--- src/rtl/dram_init_pkg.sv ---
package dram_init_pkg;

  typedef enum logic [3:0] {
    ST_CKE_LOW,
    ST_NOP_WAIT,
    ST_PREA_1,
    ST_EMRS,
    ST_MRS_RST,
    ST_PREA_2,
    ST_REF_1,
    ST_REF_2,
    ST_MRS_FIN,
    ST_DONE
  } step_t;

  // {cs_n, ras_n, cas_n, we_n}
  typedef logic [3:0] pin_cmd_t;

  localparam pin_cmd_t PIN_DESEL = 4'b1111;
  localparam pin_cmd_t PIN_NOP   = 4'b0111;
  localparam pin_cmd_t PIN_PREA  = 4'b0010;
  localparam pin_cmd_t PIN_REF   = 4'b0001;
  localparam pin_cmd_t PIN_MRS   = 4'b0000;

  function automatic int unsigned max2(input int unsigned a, input int unsigned b);
    return (a > b) ? a : b;
  endfunction

  function automatic logic is_real_cmd(input pin_cmd_t c);
    return (c[3] == 1'b0) && (c != PIN_NOP);
  endfunction

  function automatic step_t next_step(input step_t s);
    case (s)
      ST_CKE_LOW:  return ST_NOP_WAIT;
      ST_NOP_WAIT: return ST_PREA_1;
      ST_PREA_1:   return ST_EMRS;
      ST_EMRS:     return ST_MRS_RST;
      ST_MRS_RST:  return ST_PREA_2;
      ST_PREA_2:   return ST_REF_1;
      ST_REF_1:    return ST_REF_2;
      ST_REF_2:    return ST_MRS_FIN;
      default:     return ST_DONE;
    endcase
  endfunction

endpackage

--- src/rtl/init_step_timer.sv ---
module init_step_timer #(
  parameter int unsigned CNT_W = 8
) (
  input  logic             clk_i,
  input  logic             rst_ni,
  input  logic             restart_i,
  output logic [CNT_W-1:0] cnt_o
);

  localparam logic [CNT_W-1:0] CNT_TOP = {CNT_W{1'b1}};

  always_ff @(posedge clk_i or negedge rst_ni) begin
    if (!rst_ni)            cnt_o <= '0;
    else if (restart_i)     cnt_o <= '0;
    else if (cnt_o != CNT_TOP) cnt_o <= cnt_o + 1'b1;
  end

endmodule

--- src/rtl/dll_lock_timer.sv ---
module dll_lock_timer #(
  parameter int unsigned LOCK_CYC = 200
) (
  input  logic clk_i,
  input  logic rst_ni,
  input  logic start_i,
  output logic lock_near_o,
  output logic lock_done_o
);

  localparam int unsigned LK_W = $clog2(LOCK_CYC + 1);
  localparam logic [LK_W-1:0] LK_END = LK_W'(LOCK_CYC);

  logic [LK_W-1:0] lk_q;

  always_ff @(posedge clk_i or negedge rst_ni) begin
    if (!rst_ni)                          lk_q <= '0;
    else if (start_i)                     lk_q <= LK_W'(1);
    else if (lk_q != '0 && lk_q != LK_END) lk_q <= lk_q + 1'b1;
  end

  // lk_q equals the number of cycles since the start pulse, saturated
  assign lock_near_o = (lk_q >= LK_END - 1'b1);
  assign lock_done_o = (lk_q == LK_END);

  p_lock_hold_r7: assert property (@(posedge clk_i) disable iff (!rst_ni)
    (lock_done_o && !start_i) |=> lock_done_o);

endmodule

--- src/rtl/init_pin_driver.sv ---
module init_pin_driver
  import dram_init_pkg::*;
#(
  parameter int unsigned BA_W     = 2,
  parameter int unsigned ADDR_W   = 13,
  parameter int unsigned AP_BIT   = 10,
  parameter int unsigned TMRD_CYC = 2
) (
  input  logic              clk_i,
  input  logic              rst_ni,
  input  logic              cke_d,
  input  pin_cmd_t          cmd_d,
  input  logic [BA_W-1:0]   ba_d,
  input  logic [ADDR_W-1:0] addr_d,
  input  logic              done_d,
  output logic              cke_o,
  output pin_cmd_t          cmd_o,
  output logic [BA_W-1:0]   ba_o,
  output logic [ADDR_W-1:0] addr_o,
  output logic              done_o
);

  always_ff @(posedge clk_i or negedge rst_ni) begin
    if (!rst_ni) begin
      cke_o  <= 1'b0;
      cmd_o  <= PIN_DESEL;
      ba_o   <= '0;
      addr_o <= '0;
      done_o <= 1'b0;
    end else begin
      cke_o  <= cke_d;
      cmd_o  <= cmd_d;
      ba_o   <= ba_d;
      addr_o <= addr_d;
      done_o <= done_d;
    end
  end

  // Spacing monitor: cycles since the last command on the pins
  localparam int unsigned GAP_W = $clog2(TMRD_CYC + 2);
  localparam logic [GAP_W-1:0] GAP_SAT = GAP_W'(TMRD_CYC);
  logic [GAP_W-1:0] gap_q;
  logic             mode_last_q;

  always_ff @(posedge clk_i or negedge rst_ni) begin
    if (!rst_ni) begin
      gap_q       <= '0;
      mode_last_q <= 1'b0;
    end else if (is_real_cmd(cmd_o)) begin
      gap_q       <= GAP_W'(1);
      mode_last_q <= (cmd_o == PIN_MRS);
    end else if (gap_q != GAP_SAT) begin
      gap_q <= gap_q + 1'b1;
    end
  end

  p_cke_desel_r2: assert property (@(posedge clk_i) disable iff (!rst_ni)
    !cke_o |-> cmd_o[3]);

  p_prea_allbanks_r3: assert property (@(posedge clk_i) disable iff (!rst_ni)
    (cmd_o == PIN_PREA) |-> addr_o[AP_BIT]);

  p_mode_target_r4: assert property (@(posedge clk_i) disable iff (!rst_ni)
    (cmd_o == PIN_MRS) |-> (ba_o[BA_W-1:1] == '0));

  p_mode_gap_r6: assert property (@(posedge clk_i) disable iff (!rst_ni)
    (is_real_cmd(cmd_o) && mode_last_q) |-> (gap_q >= GAP_SAT));

  p_done_hold_r7: assert property (@(posedge clk_i) disable iff (!rst_ni)
    done_o |=> done_o);

  p_done_quiet_r7: assert property (@(posedge clk_i) disable iff (!rst_ni)
    done_o |-> (cke_o && cmd_o == PIN_NOP));

endmodule

--- src/rtl/dram_powerup_seq.sv ---
module dram_powerup_seq
  import dram_init_pkg::*;
#(
  parameter int unsigned BA_W        = 2,
  parameter int unsigned ADDR_W      = 13,
  parameter int unsigned AP_BIT      = 10,
  parameter int unsigned DLL_RST_BIT = 8,
  parameter int unsigned STABLE_CYC  = 20,
  parameter int unsigned NOP_CYC     = 4,
  parameter int unsigned TRP_CYC     = 3,
  parameter int unsigned TMRD_CYC    = 2,
  parameter int unsigned TRFC_CYC    = 10,
  parameter int unsigned LOCK_CYC    = 200,
  parameter logic [2:0]  CL_CODE     = 3'b011,
  parameter logic        BT_INTLV    = 1'b0,
  parameter logic [2:0]  BL_CODE     = 3'b010,
  parameter logic        DRV_WEAK    = 1'b0
) (
  input  logic              clk_i,
  input  logic              rst_ni,
  input  logic              req_valid_i,
  output logic              req_grant_o,
  output logic              cke_o,
  output logic              cs_n_o,
  output logic              ras_n_o,
  output logic              cas_n_o,
  output logic              we_n_o,
  output logic [BA_W-1:0]   ba_o,
  output logic [ADDR_W-1:0] addr_o,
  output logic              init_done_o
);

  localparam int unsigned MAX_LEN =
    max2(max2(max2(STABLE_CYC, NOP_CYC), max2(TRP_CYC, TMRD_CYC)), TRFC_CYC);
  localparam int unsigned CNT_W = $clog2(MAX_LEN + 1);

  localparam logic [ADDR_W-1:0] ADDR_PREA = ADDR_W'(1) << AP_BIT;
  localparam logic [ADDR_W-1:0] ADDR_EMRS = ADDR_W'(DRV_WEAK) << 1;
  localparam logic [ADDR_W-1:0] ADDR_MODE =
    (ADDR_W'(CL_CODE) << 4) | (ADDR_W'(BT_INTLV) << 3) | ADDR_W'(BL_CODE);
  localparam logic [ADDR_W-1:0] ADDR_MODE_RST = ADDR_MODE | (ADDR_W'(1) << DLL_RST_BIT);
  localparam logic [BA_W-1:0]   BA_MODE = '0;
  localparam logic [BA_W-1:0]   BA_EXT  = BA_W'(1);

  step_t            st_q;
  logic [CNT_W-1:0] cnt;
  logic [CNT_W-1:0] step_len;
  logic             advance;
  logic             at_cmd;
  logic             lock_start, lock_near, lock_done;

  logic              cke_d, done_d;
  pin_cmd_t          cmd_d, cmd_q;
  logic [BA_W-1:0]   ba_d;
  logic [ADDR_W-1:0] addr_d;

  init_step_timer #(.CNT_W(CNT_W)) u_timer (
    .clk_i     (clk_i),
    .rst_ni    (rst_ni),
    .restart_i (advance),
    .cnt_o     (cnt)
  );

  dll_lock_timer #(.LOCK_CYC(LOCK_CYC)) u_lock (
    .clk_i       (clk_i),
    .rst_ni      (rst_ni),
    .start_i     (lock_start),
    .lock_near_o (lock_near),
    .lock_done_o (lock_done)
  );

  always_comb begin
    case (st_q)
      ST_CKE_LOW:  step_len = CNT_W'(STABLE_CYC);
      ST_NOP_WAIT: step_len = CNT_W'(NOP_CYC);
      ST_PREA_1,
      ST_PREA_2:   step_len = CNT_W'(TRP_CYC);
      ST_REF_1,
      ST_REF_2:    step_len = CNT_W'(TRFC_CYC);
      ST_EMRS,
      ST_MRS_RST,
      ST_MRS_FIN:  step_len = CNT_W'(TMRD_CYC);
      default:     step_len = CNT_W'(1);
    endcase
  end

  assign at_cmd     = (cnt == '0);
  assign lock_start = (st_q == ST_MRS_RST) && at_cmd;

  always_comb begin
    case (st_q)
      ST_DONE:    advance = 1'b0;
      ST_MRS_FIN: advance = (cnt >= step_len - 1'b1) && lock_near;
      default:    advance = (cnt == step_len - 1'b1);
    endcase
  end

  always_ff @(posedge clk_i or negedge rst_ni) begin
    if (!rst_ni)      st_q <= ST_CKE_LOW;
    else if (advance) st_q <= next_step(st_q);
  end

  always_comb begin
    cke_d  = 1'b1;
    cmd_d  = PIN_NOP;
    ba_d   = '0;
    addr_d = '0;
    done_d = 1'b0;
    case (st_q)
      ST_CKE_LOW: begin
        cke_d = 1'b0;
        cmd_d = PIN_DESEL;
      end
      ST_PREA_1, ST_PREA_2: if (at_cmd) begin
        cmd_d  = PIN_PREA;
        addr_d = ADDR_PREA;
      end
      ST_EMRS: if (at_cmd) begin
        cmd_d  = PIN_MRS;
        ba_d   = BA_EXT;
        addr_d = ADDR_EMRS;
      end
      ST_MRS_RST: if (at_cmd) begin
        cmd_d  = PIN_MRS;
        ba_d   = BA_MODE;
        addr_d = ADDR_MODE_RST;
      end
      ST_MRS_FIN: if (at_cmd) begin
        cmd_d  = PIN_MRS;
        ba_d   = BA_MODE;
        addr_d = ADDR_MODE;
      end
      ST_REF_1, ST_REF_2: if (at_cmd) cmd_d = PIN_REF;
      ST_DONE: done_d = lock_done;
      default: ;
    endcase
  end

  init_pin_driver #(
    .BA_W     (BA_W),
    .ADDR_W   (ADDR_W),
    .AP_BIT   (AP_BIT),
    .TMRD_CYC (TMRD_CYC)
  ) u_drv (
    .clk_i  (clk_i),
    .rst_ni (rst_ni),
    .cke_d  (cke_d),
    .cmd_d  (cmd_d),
    .ba_d   (ba_d),
    .addr_d (addr_d),
    .done_d (done_d),
    .cke_o  (cke_o),
    .cmd_o  (cmd_q),
    .ba_o   (ba_o),
    .addr_o (addr_o),
    .done_o (init_done_o)
  );

  assign {cs_n_o, ras_n_o, cas_n_o, we_n_o} = cmd_q;
  assign req_grant_o = req_valid_i && init_done_o;

  p_done_after_lock_r7: assert property (@(posedge clk_i) disable iff (!rst_ni)
    init_done_o |-> lock_done);

  p_grant_after_lock_r8: assert property (@(posedge clk_i) disable iff (!rst_ni)
    req_grant_o |-> lock_done);

  p_lock_before_exit_r7: assert property (@(posedge clk_i) disable iff (!rst_ni)
    (st_q == ST_MRS_FIN && !lock_near) |=> (st_q == ST_MRS_FIN));

endmodule

--- config.mk ---
export PLATFORM = sky130hd
export DESIGN_NAME = dram_powerup_seq
export DESIGN_NICKNAME = d
export VERILOG_FILES = /design/src/rtl/dram_init_pkg.sv /design/src/rtl/init_step_timer.sv /design/src/rtl/dll_lock_timer.sv /design/src/rtl/init_pin_driver.sv /design/src/rtl/dram_powerup_seq.sv
export SDC_FILE = /design/constraint.sdc
export NUM_CORES = 1
export LEC_CHECK = 0
export ABC_AREA = 1
export BUFFER_PORTS_ARGS = -buffer_cell sky130_fd_sc_hd__buf_2
export CAP_MARGIN = 20
export CORE_MARGIN = 2
export CORE_UTILIZATION = 43
export CTS_CLUSTER_SIZE = 10
export DETAILED_ROUTE_END_ITERATION = 6
export PLACE_DENSITY_LB_ADDON = 0.3
export SYNTH_ARGS = -nofsm -noshare
export SYNTH_HDL_FRONTEND = slang
export SYNTH_SLANG_ARGS = --single-unit
export TNS_END_PERCENT = 30
--- constraint.sdc ---
create_clock -name clk_i -period 3.5 [get_ports clk_i]
set_input_delay 0.175 -clock clk_i [delete_from_list [all_inputs] [get_ports clk_i]]
set_output_delay 0.175 -clock clk_i [all_outputs]
set_load 0.01 [all_outputs]
## After elaboration in Yosys (flattened, before gate mapping)

Memory sizes are Yosys's and may differ from the RTL's.
Cells that the tools add are included.

| cells by class | value |
|---|---|
| add/sub/neg operators | 3 |
| order comparisons | 2 |
| equal/unequal tests | 12 |
| mux-type cells | 18 |
| reduce and logical (&&, ||, !) cells | 12 |

Operators with widths:

| operator | number |
|---|---|
| $pmux 11 s3 | 1 |
| $eq 4x3->1 const B | 4 |
| $mux 8 | 2 |
| $pmux 4 s4 | 1 |
| $mux 11 | 1 |
| $mux 5 | 2 |
| $mux 3 | 3 |
| $mux 9 | 1 |
| $add 8x1->8 const B | 1 |
| $eq 4x2->1 const B | 2 |
| $eq 4x4->1 const B | 2 |
| $eq 8x8->1 const B | 1 |
| $ge 8x8->1 const B | 1 |
| $ne 8x8->1 const B | 1 |
| $reduce_bool 8->1 | 1 |
| $mux 6 | 1 |
| $add 5x1->5 const B | 1 |
| $eq 5x5->1 | 1 |
| $ge 5x5->1 | 1 |
| $logic_not 5->1 | 1 |
| $ne 5x5->1 const B | 1 |
| $sub 5x1->5 const B | 1 |
| $logic_and 1x1->1 | 4 |
| $logic_not 4->1 | 1 |
| other kinds (6) | 11 |

| storage, ports and cells | value |
|---|---|
| bits in registers | 35 |
| memory bits (read-only) | 112 |
| input bits | 3 |
| output and inout bits | 22 |
| logic and storage cells | 57 |
| memories | 2 |

Memories:

| name | depth | width | rd ports | clocked after Yosys merged registers in | write ports | RTL line | RTL |
|---|---|---|---|---|---|---|---|
| (name not given) | 16 | 5 | 1 | 0 | 0 | dram_powerup_seq.sv:73 | `case (st_q)` |
| (name not given) | 8 | 4 | 1 | 0 | 0 | dram_init_pkg.sv:34 | `case (s)` |

## Logic depth before layout (Yosys ltp)

An unclocked memory read counts as a cell.

| depth | value |
|---|---|
| depth in word-level cells | 6 |
| depth in mapped cells | 15 |
| depth with buffers taken out | 15 |

## By module

A second synthesis with hierarchy kept.

| unflattened totals | value |
|---|---|
| cell total of the unflattened synthesis | 228 |
| area total of the unflattened synthesis | 1910.6 µm² |

Modules (own cells, without submodules):

| module | times used | cells an instance | area each (µm²) | sequential area each (µm²) |
|---|---|---|---|---|
| dram_powerup_seq | 1 | 105 | 613.1 | 100.1 |
| init_pin_driver | 1 | 21 | 530.5 | 530.5 |
| dll_lock_timer | 1 | 72 | 510.5 | 200.2 |
| init_step_timer | 1 | 30 | 256.5 | 125.1 |

## Least setup slack after synthesis

OpenSTA, ideal clock, no wires.

| path | value |
|---|---|
| path type | reg2reg |
| start | register st_q[1] |
| end | register st_q[2] |
| library setup time | 65 ps |
| arrival time | 1939 ps |
| required time | 3435 ps |
| path slack | 1496 ps |
| cell stages (with the launch flop) | 15 |
| buffers on the path | 0 |
| period minus slack after synthesis | 2004 ps |
| path through | dfrtp_1 -> inv_1 -> ha_1 -> nand2_1 -> a21oi_2 -> nand2_1 -> ha_1 -> nand2_1 -> nor2_1 -> nand2_1 -> nand3_1 -> nand2_1 -> nand2_4 -> nand2_1 -> nand2_1 |

| on the way | value |
|---|---|
| longest elaborated chain between the ends | 5 |
| elaborated cells between the ends (all ways) | 10 |
| classes of those cells | 1 x add/sub; 1 x order compare; 3 x eq/ne; 2 x mux; 1 x reduce/logical; 2 x memory |

Ends and longest elaborated chain:

| what | RTL line | RTL |
|---|---|---|
| from (decl) | dram_powerup_seq.sv:45 | `step_t st_q;` |
| from (signal assigned) | dram_powerup_seq.sv:100 | `else if (advance) st_q <= next_step(st_q);` |
| $mem_v2 16x5 | -- |  |
| $sub 5x1->5 | dram_powerup_seq.sv:93, dram_powerup_seq.sv:94 |  |
| $ge 5x5->1 | dram_powerup_seq.sv:93 | `ST_MRS_FIN: advance = (cnt >= step_len - 1'b1) && lock_near;` |
| $logic_and 1x1->1 | dram_powerup_seq.sv:93 |  |
| $pmux 1 s2 | dram_powerup_seq.sv:91 | `case (st_q)` |

Parallel ways exist; a longest one is shown, timed or not.
A chain may end at the register's enable or synchronous reset.

## Worst setup path in the final report

| path | value |
|---|---|
| start | register st_q[1] |
| end | register st_q[1] |

The elaborated chain is that of the path after synthesis.

==> results.md <==
- First-pass GRT wire length: 5030 um
- Pre-Repair DR Iteration Count: 4
- Routed Antenna Nets: 0
- Worst-margin pin slew: 578.8 ps
- Top cell type's share of synthesized area: 0.3430
- CP Data Arrival Time: 2500 ps
- Clock slew at reported path FFs: 90 ps
- Max cap viols: 0
- Total die area: 4418 um2
- Minimum clock period: 2290 ps
- CTS tree: built
- Area grow syn2layout: 7.383%
- Site Rows: 22
- Synthesized cell area: 1678 um2
- Leak: 0.9696 nW
- Routed len/inst: 10.61 um
- DPL Wire Length: 2195 um
- Drt total wl: 2855 um
- Finish-stage setup viols: 0
- Largest net degree at the start of global routing: 28
- Peak Freq: 436.7 MHz
- Final hold violation count: 0
- Most frequent cells in the layout: nand2_1, inv_1, nor2_1, dfrtp_1, nand3_1
- Relative slew slack: 0.6142
- Worst-skew pair later-pin latency: 270 ps
- Crit Path Category: reg2reg
- RSZ-0062 raised after global routing: false
- H-Tree Depth: 1
- Cell variety after synth: 30
- Outcome: complete, no violations
- Initial DRC count: 48
- Ports: 25
- Synth Register Bits: 27
- GP Congestion: 0.8366
- Synthesized area per cell: 8.185 um2
- Die H: 66.47 um
- Total track usage: 0.1466
- WP data required: 3710 ps
- Vias per inst: 4.595
- Inserted Diodes: 0
- Sequential share of the synthesized area: 0.4057
- Clk sinks: 27
- Core area: 3716 um2
- Routed vias: 1236
- Slew Viols, Final: 0
- Post-Syn Instances: 205
- DRC: 0
- Most common cell after layout, fill and taps aside: nand2_1
- CTS buffer count: 3
- Number of global-route vias before repair: 1158
- PD cells: 277.3 nW/um2
- Worst clock skew: 2.739 ps
- Cts repair resizes: 0
- CP Capture Type: flop
- HP Class: in2async
- Main area contributors after synthesis: dfrtp_1, ha_1, nand2_1
- Buffers on Ports: 15
- Starting Density: 0.4515
- Layout cells sized above 1: 0.1584
- Core Util, Final: 0.4848
- NumNets Final: 240
- Die X: 66.47 um
- Final period utilization: 0.6542
- Clk buf depth: 2
- Clock Tree Root: clkbuf_8
- Synth area leader: dfrtp_1
- TNS Setup: 0 ps
- Synthesis warning total: 0
- Crit Path Max Fanout: 9
- Global route overflow: 0
- Peak VDD IR: 139.8 uV
- Initial antenna violation count: 0
- Startpoint Class: flop
## critical path: stages (launching register included)
cell     delay [ps]
dfrtp_1         460
inv_1           110
ha_1            170
nand2_1          70
a21oi_2         270
nand2_1         100
ha_1            310
nand2_1          50
nor2_1          150
nand2_1          70
nand3_1          70
nand2_1         130
nand2_4         140
nand2_1          60
nand2_1          60
## where the power goes
part | internal [mW] | switching, mW
combinational | 0.00150 | 0.0102
sequential | 0.312 | 0
clock | 0.0815 | 0.0945
## cell families (layout without fill, tap and decap cells)
group,after synthesis,count (layout),share of synthesized area
adders and majority gates,15,15,0.1119
other,1,9,0.002235
AOI/OAI and AO/OA,15,15,0.05145
xor gates and xnor gates,5,5,0.02610
buffers and inverters,43,51,0.1268
DFF,27,27,0.4057
muxes,2,2,0.01193
and+or+nand+nor,97,97,0.2640
## layer usage
layer,vias to the layer above,routed length (um),track usage
met5,-,0,0
met4,0,40,0.06888
met3,4,79,0.02196
met2,25,1254,0.2363
met1,554,1480,0.1920
li1,653,-,-
## layout make-up
class / count / area (um2)
Multi-Input combinational cell: 143 / 814.5
Inverter: 31 / 116.4
Tap cell: 48 / 60.06
Clock buffer: 4 / 45.04
Sequential cell: 27 / 680.7
Fill cell: 368 / 1914
Timing Repair Buffer: 16 / 85.08
## timing repair
item / 4_1_cts / 5_1_grt
endpoints found under the hold margin: 23 / 0
hold buffers: 1 / 0
buffers inserted: 0 / 0
## synth_stat cells
cell       n
ha_1      15
clkbuf_8   1
nor2_1    25
nand2_2    1
nand3_2    1
dfstp_2    4
nand4_2    1
xnor2_1    1
inv_1     28
a21oi_2    2
o21ai_1    2
xor2_1     4
buf_4     11
inv_2      3
mux2i_1    2
o21ai_2    1
dfrtp_1   23
nand4_1    1
nor3_1     1
nor3b_1    1
nor2_2     1
nand2_1   44
o21ai_0    1
nand3_1   16
nor2_4     2
nand3b_1   1
and3b_1    1
conb_1     1
a21oi_1    9
nand2_4    1
## per-stage QoR
step	std cells	setup WS [ps]	power (mW)	hold WS, ps	instance area (um2)
floorplan	213	1496	0.3296	-120.6	1708
global placement	264	1321	0.3294	218.3	1747
detailed placement	264	1245	0.3295	222.0	1747
CTS	269	1206	0.5048	463.2	1802
global route	269	924.8	0.5204	482.7	1802
finish	269	1210	0.4996	424.5	1802
## final timing paths
path                            depth (start not counted)                       start                            to  slack [ps]
worst min register to register                          2  u_lock.lk_q[3]$_DFFE_PN0P_        u_drv.done_o$_DFF_PN0_         550
worst max register to register                         14         st_q[1]$_DFFE_PN0P_           st_q[1]$_DFFE_PN0P_        1210
max in group asynchronous                               2                      rst_ni    u_lock.lk_q[3]$_DFFE_PN0P_        2690
min in group clk_i                                      2  u_lock.lk_q[3]$_DFFE_PN0P_        u_drv.done_o$_DFF_PN0_         550
worst min-delay path                                    2                      rst_ni  u_timer.cnt_o[0]$_DFFE_PN0P_         420
worst max-delay path                                   14         st_q[1]$_DFFE_PN0P_           st_q[1]$_DFFE_PN0P_        1210
## flip-flops by register name, summed over array words and instances (netlist names)
name           count
u_drv.done_o       1
u_drv.cke_o        1
u_lock.lk_q        8
u_drv.ba_o         1
u_drv.addr_o       3
u_drv.cmd_o        4
u_timer.cnt_o      5
st_q               4
No activity file was read; power rests on OpenSTA's default activity.
